`config.mk`:
```
export PLATFORM = sky130hd
export DESIGN_NAME = adc_seq
export DESIGN_NICKNAME = d
export VERILOG_FILES = /design/src/rtl/adc_seq_pkg.sv /design/src/rtl/adc_seq_ctrl.sv /design/src/rtl/adc_seq_dp.sv /design/src/rtl/adc_seq.sv
export SDC_FILE = /design/constraint.sdc
export NUM_CORES = 1
export LEC_CHECK = 0
export BUFFER_PORTS_ARGS = -buffer_cell sky130_fd_sc_hd__buf_2
export CAP_MARGIN = 20
export CORE_MARGIN = 3
export CORE_UTILIZATION = 36
export DETAILED_ROUTE_END_ITERATION = 16
export MAX_ROUTING_LAYER = met4
export PLACE_DENSITY = 0.64
export SLEW_MARGIN = 40
export SYNTH_ARGS = -nofsm -noshare
export SYNTH_HDL_FRONTEND = slang
export SYNTH_SLANG_ARGS = --single-unit
```
`constraint.sdc`:
```
create_clock -name clk -period 3.9 [get_ports clk]
set_input_delay 0.195 -clock clk [delete_from_list [all_inputs] [get_ports clk]]
set_output_delay 0.195 -clock clk [all_outputs]
set_load 0.005 [all_outputs]
```
`src/rtl/adc_seq_pkg.sv`:
```
package adc_seq_pkg;

  typedef enum logic [2:0] {
    ST_OFF,
    ST_STAB,
    ST_IDLE,
    ST_CONV,
    ST_INJ
  } seqState_t;

  // strobes from control to datapath
  typedef struct packed {
    logic capReg;
    logic capInj;
  } dpStrobe_t;

endpackage

```
`src/rtl/adc_seq_ctrl.sv`:
```
module adc_seq_ctrl
  import adc_seq_pkg::*;
#(
  parameter int CONV_CYCLES = 15,
  parameter int STAB_W      = 8
) (
  input  logic              clk,
  input  logic              rstN,
  input  logic              powerOn,
  input  logic [STAB_W-1:0] stabCount,
  input  logic              swStart,
  input  logic              extTrig,
  input  logic              contMode,
  input  logic              autoInj,
  output dpStrobe_t         strobe,
  output logic              busy
);

  localparam int CNT_W = $clog2(CONV_CYCLES);

  seqState_t         state;
  logic [CNT_W-1:0]  convCnt;
  logic [STAB_W-1:0] stabCnt;
  logic              pending;
  logic              trigPrev;
  logic              startReq;
  logic              convLast;
  logic              stabDone;

  assign startReq = swStart | (extTrig & ~trigPrev);
  assign convLast = (convCnt == CNT_W'(CONV_CYCLES - 1));
  assign stabDone = ({1'b0, stabCnt} + {{STAB_W{1'b0}}, 1'b1}) >= {1'b0, stabCount};

  always_ff @(posedge clk) begin
    if (!rstN) begin
      state    <= ST_OFF;
      convCnt  <= '0;
      stabCnt  <= '0;
      pending  <= 1'b0;
      trigPrev <= 1'b0;
    end else begin
      trigPrev <= extTrig;
      if (!powerOn) begin
        state   <= ST_OFF;
        pending <= 1'b0;
      end else begin
        unique case (state)
          ST_OFF: begin
            state   <= ST_STAB;
            stabCnt <= '0;
            pending <= 1'b0;
          end
          ST_STAB: begin
            if (stabDone) begin
              pending <= 1'b0;
              convCnt <= '0;
              state   <= (pending | startReq) ? ST_CONV : ST_IDLE;
            end else begin
              pending <= pending | startReq;
              stabCnt <= stabCnt + STAB_W'(1);
            end
          end
          ST_IDLE: begin
            if (startReq) begin
              state   <= ST_CONV;
              convCnt <= '0;
            end
          end
          ST_CONV: begin
            if (convLast) begin
              convCnt <= '0;
              if (autoInj)       state <= ST_INJ;
              else if (contMode) state <= ST_CONV;
              else               state <= ST_IDLE;
            end else begin
              convCnt <= convCnt + CNT_W'(1);
            end
          end
          ST_INJ: begin
            if (convLast) begin
              convCnt <= '0;
              state   <= contMode ? ST_CONV : ST_IDLE;
            end else begin
              convCnt <= convCnt + CNT_W'(1);
            end
          end
          default: state <= ST_OFF;
        endcase
      end
    end
  end

  always_comb begin
    strobe.capReg = powerOn && (state == ST_CONV) && convLast;
    strobe.capInj = powerOn && (state == ST_INJ) && convLast;
  end

  assign busy = (state == ST_CONV) || (state == ST_INJ);

endmodule

```
`src/rtl/adc_seq_dp.sv`:
```
module adc_seq_dp
  import adc_seq_pkg::*;
#(
  parameter int SAMPLE_W = 12,
  parameter int DATA_W   = 16
) (
  input  logic                clk,
  input  logic                rstN,
  input  dpStrobe_t           strobe,
  input  logic                alignLeft,
  input  logic [SAMPLE_W-1:0] sampleIn,
  input  logic [SAMPLE_W-1:0] injSampleIn,
  input  logic                eocClear,
  input  logic                injClear,
  input  logic                eocIrqEn,
  output logic [DATA_W-1:0]   dataReg,
  output logic [DATA_W-1:0]   injDataReg,
  output logic                eocFlag,
  output logic                injEocFlag,
  output logic                irq
);

  localparam int PAD_W = DATA_W - SAMPLE_W;

  logic [DATA_W-1:0] regAligned;
  logic [DATA_W-1:0] injAligned;

  always_comb begin
    if (alignLeft) begin
      regAligned = {sampleIn, {PAD_W{1'b0}}};
      injAligned = {injSampleIn, {PAD_W{1'b0}}};
    end else begin
      regAligned = {{PAD_W{1'b0}}, sampleIn};
      injAligned = {{PAD_W{1'b0}}, injSampleIn};
    end
  end

  always_ff @(posedge clk) begin
    if (!rstN) begin
      dataReg    <= '0;
      injDataReg <= '0;
      eocFlag    <= 1'b0;
      injEocFlag <= 1'b0;
    end else begin
      if (strobe.capReg)  dataReg    <= regAligned;
      if (strobe.capInj)  injDataReg <= injAligned;
      // a new result wins over a clear in the same cycle
      if (strobe.capReg)  eocFlag    <= 1'b1;
      else if (eocClear)  eocFlag    <= 1'b0;
      if (strobe.capInj)  injEocFlag <= 1'b1;
      else if (injClear)  injEocFlag <= 1'b0;
    end
  end

  assign irq = eocFlag & eocIrqEn;

endmodule

```
`src/rtl/adc_seq.sv`:
```
module adc_seq
  import adc_seq_pkg::*;
#(
  parameter int SAMPLE_W    = 12,
  parameter int DATA_W      = 16,
  parameter int CONV_CYCLES = 15,
  parameter int STAB_W      = 8
) (
  input  logic                clk,
  input  logic                rstN,
  input  logic                powerOn,
  input  logic [STAB_W-1:0]   stabCount,
  input  logic                swStart,
  input  logic                extTrig,
  input  logic                contMode,
  input  logic                autoInj,
  input  logic                alignLeft,
  input  logic                eocIrqEn,
  input  logic                eocClear,
  input  logic                injClear,
  input  logic [SAMPLE_W-1:0] sampleIn,
  input  logic [SAMPLE_W-1:0] injSampleIn,
  output logic [DATA_W-1:0]   dataReg,
  output logic [DATA_W-1:0]   injDataReg,
  output logic                eocFlag,
  output logic                injEocFlag,
  output logic                irq,
  output logic                busy
);

  dpStrobe_t strobe;

  adc_seq_ctrl #(
    .CONV_CYCLES(CONV_CYCLES),
    .STAB_W     (STAB_W)
  ) i_ctrl (
    .clk      (clk),
    .rstN     (rstN),
    .powerOn  (powerOn),
    .stabCount(stabCount),
    .swStart  (swStart),
    .extTrig  (extTrig),
    .contMode (contMode),
    .autoInj  (autoInj),
    .strobe   (strobe),
    .busy     (busy)
  );

  adc_seq_dp #(
    .SAMPLE_W(SAMPLE_W),
    .DATA_W  (DATA_W)
  ) i_dp (
    .clk        (clk),
    .rstN       (rstN),
    .strobe     (strobe),
    .alignLeft  (alignLeft),
    .sampleIn   (sampleIn),
    .injSampleIn(injSampleIn),
    .eocClear   (eocClear),
    .injClear   (injClear),
    .eocIrqEn   (eocIrqEn),
    .dataReg    (dataReg),
    .injDataReg (injDataReg),
    .eocFlag    (eocFlag),
    .injEocFlag (injEocFlag),
    .irq        (irq)
  );

endmodule

```
==> flow_summary.toml <==
[detailed_routing]
drc = 0
wl_um = 6447
vias = 2514
wl_per_cell_um = 13.18
drt-initial-drc-count = 63
first_pass_iters = 4
via_per_inst = 5.141
ant_nets = 0

[critical_path]
startpoint_type = "flop"
endpoint_kind = "flop"
crit_arrival_ns = 3.53
worstPathRequired_ns = 4.13
path_cells = "nand3_1 > or2_2 > nor2_1 > xor2_1 > ha_1 > and3_4 > a221oi_2 > o21ai_2 > or2_1 > or4_1 > a31oi_1"
crit_fanout = 8
slowest_delay_ns = 0.50
crit_slowest_cell = "or4_1"
worstSetupPathType = "reg2reg"

[placement]
placed_cell_area_sq_um = 3082
portBuffers = 78
place_congestion = 0.8575
hpwlAfterDp_um = 4691
post-place-ws_ns = 0.5944

[logic_synthesis]
ys_seq_area_frac = 0.3838
synth_cells = 329
synth-seq-cells = 51
yosys_warnings = 0
syn_avg_cell_area_sq_um = 8.085
synth_fp_nets = 383
ys_types = 40
syn_area_sq_um = 2660
synth_top_area_cell = "dfxtp_1"
synth_top_area_share = 0.3838
ys_top_cells_by_area = "dfxtp_1, mux2i_1, a21oi_1"

[sta]
slew_violations = 0
skew_ns = 0.008422
setup_viol = 0
achievable-frequency_mhz = 302.9
worst_pin_slew_ns = 0.7443
setup_tns_ns = 0
finalCriticalPeriod_ns = 3.301
layout_setup_ws_ns = 0.5986
rsz0062_at_grt = "false"
relSlewSlack = 0.5031
finalHoldViolCount = 0
finalCritPeriodShare = 0.8465

[clocking]
root_buffer = "clkbuf_8"
cts_resized = 0
cts-htree-levels = 2
cts.sinks = 51
numCtsBuffers = 5
clkTransAtPathRegs_ns = 0.09
postCtsSetupRepairBufs = 0
cts_buffer_depth = 2
clock_latency_ns = 0.30
cts_tree = "done"
holdBufCountCts = 0

[global_route]
antenna_found_initial = 0
grt_pass1_vias = 2373
overflow = 0
grt_pass1_wl_um = 10900
grt_max_degree = 33
grt_usage = 0.1589

[power]
power_mw = 0.9966
clkPwrFrac = 0.395
p_leak_nw = 1.388
seq_power_share = 0.528
p_comb_frac = 0.077
power_density_nw_per_um2 = 311.0
intPower_mw = 0.7678
p_sw_mw = 0.2288
peakVddDrop_uv = 158.6
switching_share = 0.2296

[min_path]
hp-class = "in2reg"

[final_layout]
post_route_cells_drive_above_1_share = 0.2417
diodes = 0
areaGrowthSynthToFinish_pct = 20.46
n_fill_cell = 733
final_core_util = 0.4590
fin_area_sq_um = 3204
nets = 446

[die]
die_w_um = 91.96
fp.dieH_um = 91.96
start_util = 0.3810
row_count = 30
ios = 79
coreArea_sq_um = 6982
die_area_sq_um = 8457

[run]
cap_violations = 0

[run_status]
status = "completed"
==> cell families (layout without fill, tap and decap cells) <==
| kind of cell | after synthesis | after routing | share of synthesized area |
|---|---|---|---|
| AO/OA/AOI/OAI | 79 | 79 | 0.1853 |
| XOR/XNOR | 6 | 6 | 0.01976 |
| adder cells (fa/ha/maj) | 11 | 11 | 0.05174 |
| buffers and inverters | 35 | 99 | 0.05456 |
| flip-flops | 51 | 51 | 0.3838 |
| multiplexers | 18 | 18 | 0.06773 |
| AND/OR/NAND/NOR | 129 | 129 | 0.2371 |
==> path summary, 6_finish.rpt <==
kind,startpoint,end,slack (ns),cells past startpoint
max,i_ctrl.stabCnt[0],i_ctrl.stabCnt[5],0.60,11
min,extTrig,i_ctrl.trigPrev,0.11,2
max reg2reg,i_ctrl.stabCnt[0],i_ctrl.stabCnt[5],0.60,11
min reg2reg,i_dp.injDataReg[0],i_dp.injDataReg[0],0.45,2
==> cell type report <==
type                            count  area, sq um  share of cell area
Clock buffer                        6        82.58             0.02577
Clock inverter                      2        38.79             0.01210
Inverter                           11        41.29             0.01289
Multi-Input combinational cell    243         1495              0.4666
Sequential cell                    51         1021              0.3186
Tap cell                           96        120.1             0.03749
Timing Repair Buffer               80        405.4              0.1265
==> flip-flops by register name (all words and copies together), names as in the netlist <==
| signal | cells |
|---|---|
| i_dp.injDataReg | 16 |
| i_ctrl.stabCnt | 8 |
| i_ctrl.convCnt | 4 |
| i_ctrl.state | 3 |
| i_dp.dataReg | 16 |
| i_dp.eocFlag | 1 |
| i_dp.injEocFlag | 1 |
| i_ctrl.pending | 1 |
| i_ctrl.trigPrev | 1 |
==> synth_stat cells <==
library cell,number
nand3_1,20
a31oi_1,3
a21oi_1,34
buf_6,1
nand2b_1,5
nor2_1,33
or2_2,1
xor2_1,2
or4_1,1
o2bb2ai_1,1
o21ai_2,1
a221oi_2,1
nor2b_1,3
buf_2,2
nand2_1,36
clkbuf_1,20
nor3b_1,6
o211ai_1,2
o21bai_1,1
and3_4,1
dfxtp_1,51
o31a_2,1
o21ai_0,8
a211oi_1,18
inv_1,11
buf_4,1
nor3_1,1
and3_1,3
a21o_1,4
o22ai_1,4
o221ai_1,1
nand4_1,6
mux2i_1,18
and2_1,4
or3_1,2
nand3b_1,5
xnor2_1,4
or2_1,1
nand4b_1,1
ha_1,11
==> worst max-delay path, delay by kind of cell, from the launching register on <==
| kind | cells | cell delay, ns |
|---|---|---|
| xor+xnor | 1 | 0.23 |
| fa+ha+maj | 1 | 0.30 |
| flops | 1 | 0.43 |
| simple gates | 6 | 1.72 |
| compound gates | 3 | 0.53 |
==> layout by cell type, fill, tap and decap left out, types with 2 or more instances in the layout <==
cell type   n
xnor2_1     4
ha_1       11
xor2_1      2
nand2b_1    5
o211ai_1    2
or3_1       2
clkbuf_8    6
o22ai_1     4
o21ai_0     8
mux2i_1    18
nor3b_1     6
buf_4       2
a31oi_1     3
a21oi_1    34
nor2b_1     3
and2_1      4
dfxtp_1    51
nand3b_1    5
nand3_1    20
nand4_1     6
nor2_1     33
and3_1      2
buf_2      78
inv_1      10
nand2_1    36
a211oi_1   18
a21o_1      4
==> stage by stage <==
stage	hold WS (ns)	std cells
after floorplan	0.3167	329
after global placement	0.4155	481
after detailed placement	0.4192	481
after CTS	0.1017	489
after global routing	0.1148	489
final	0.1064	489
==> layer usage <==
metal  routed length (um)  GRT usage  vias up
li1                     -          -     1285
met1                 3037     0.2027     1178
met2                 3097     0.2622       45
met3                  252    0.02707        6
met4                   59    0.04084        0
met5                    0          -        -
==> power by group through the flow <==
stage               clock [mW]  combinational (mW)  sequential, mW
floorplan                    0              0.0461           0.536
global placement             0              0.0754           0.539
detailed placement           0              0.0769           0.539
CTS                      0.405              0.0772           0.527
global route             0.423              0.0859           0.528
finish                   0.394              0.0764           0.527
No activity file was read; power rests on OpenSTA's default activity.
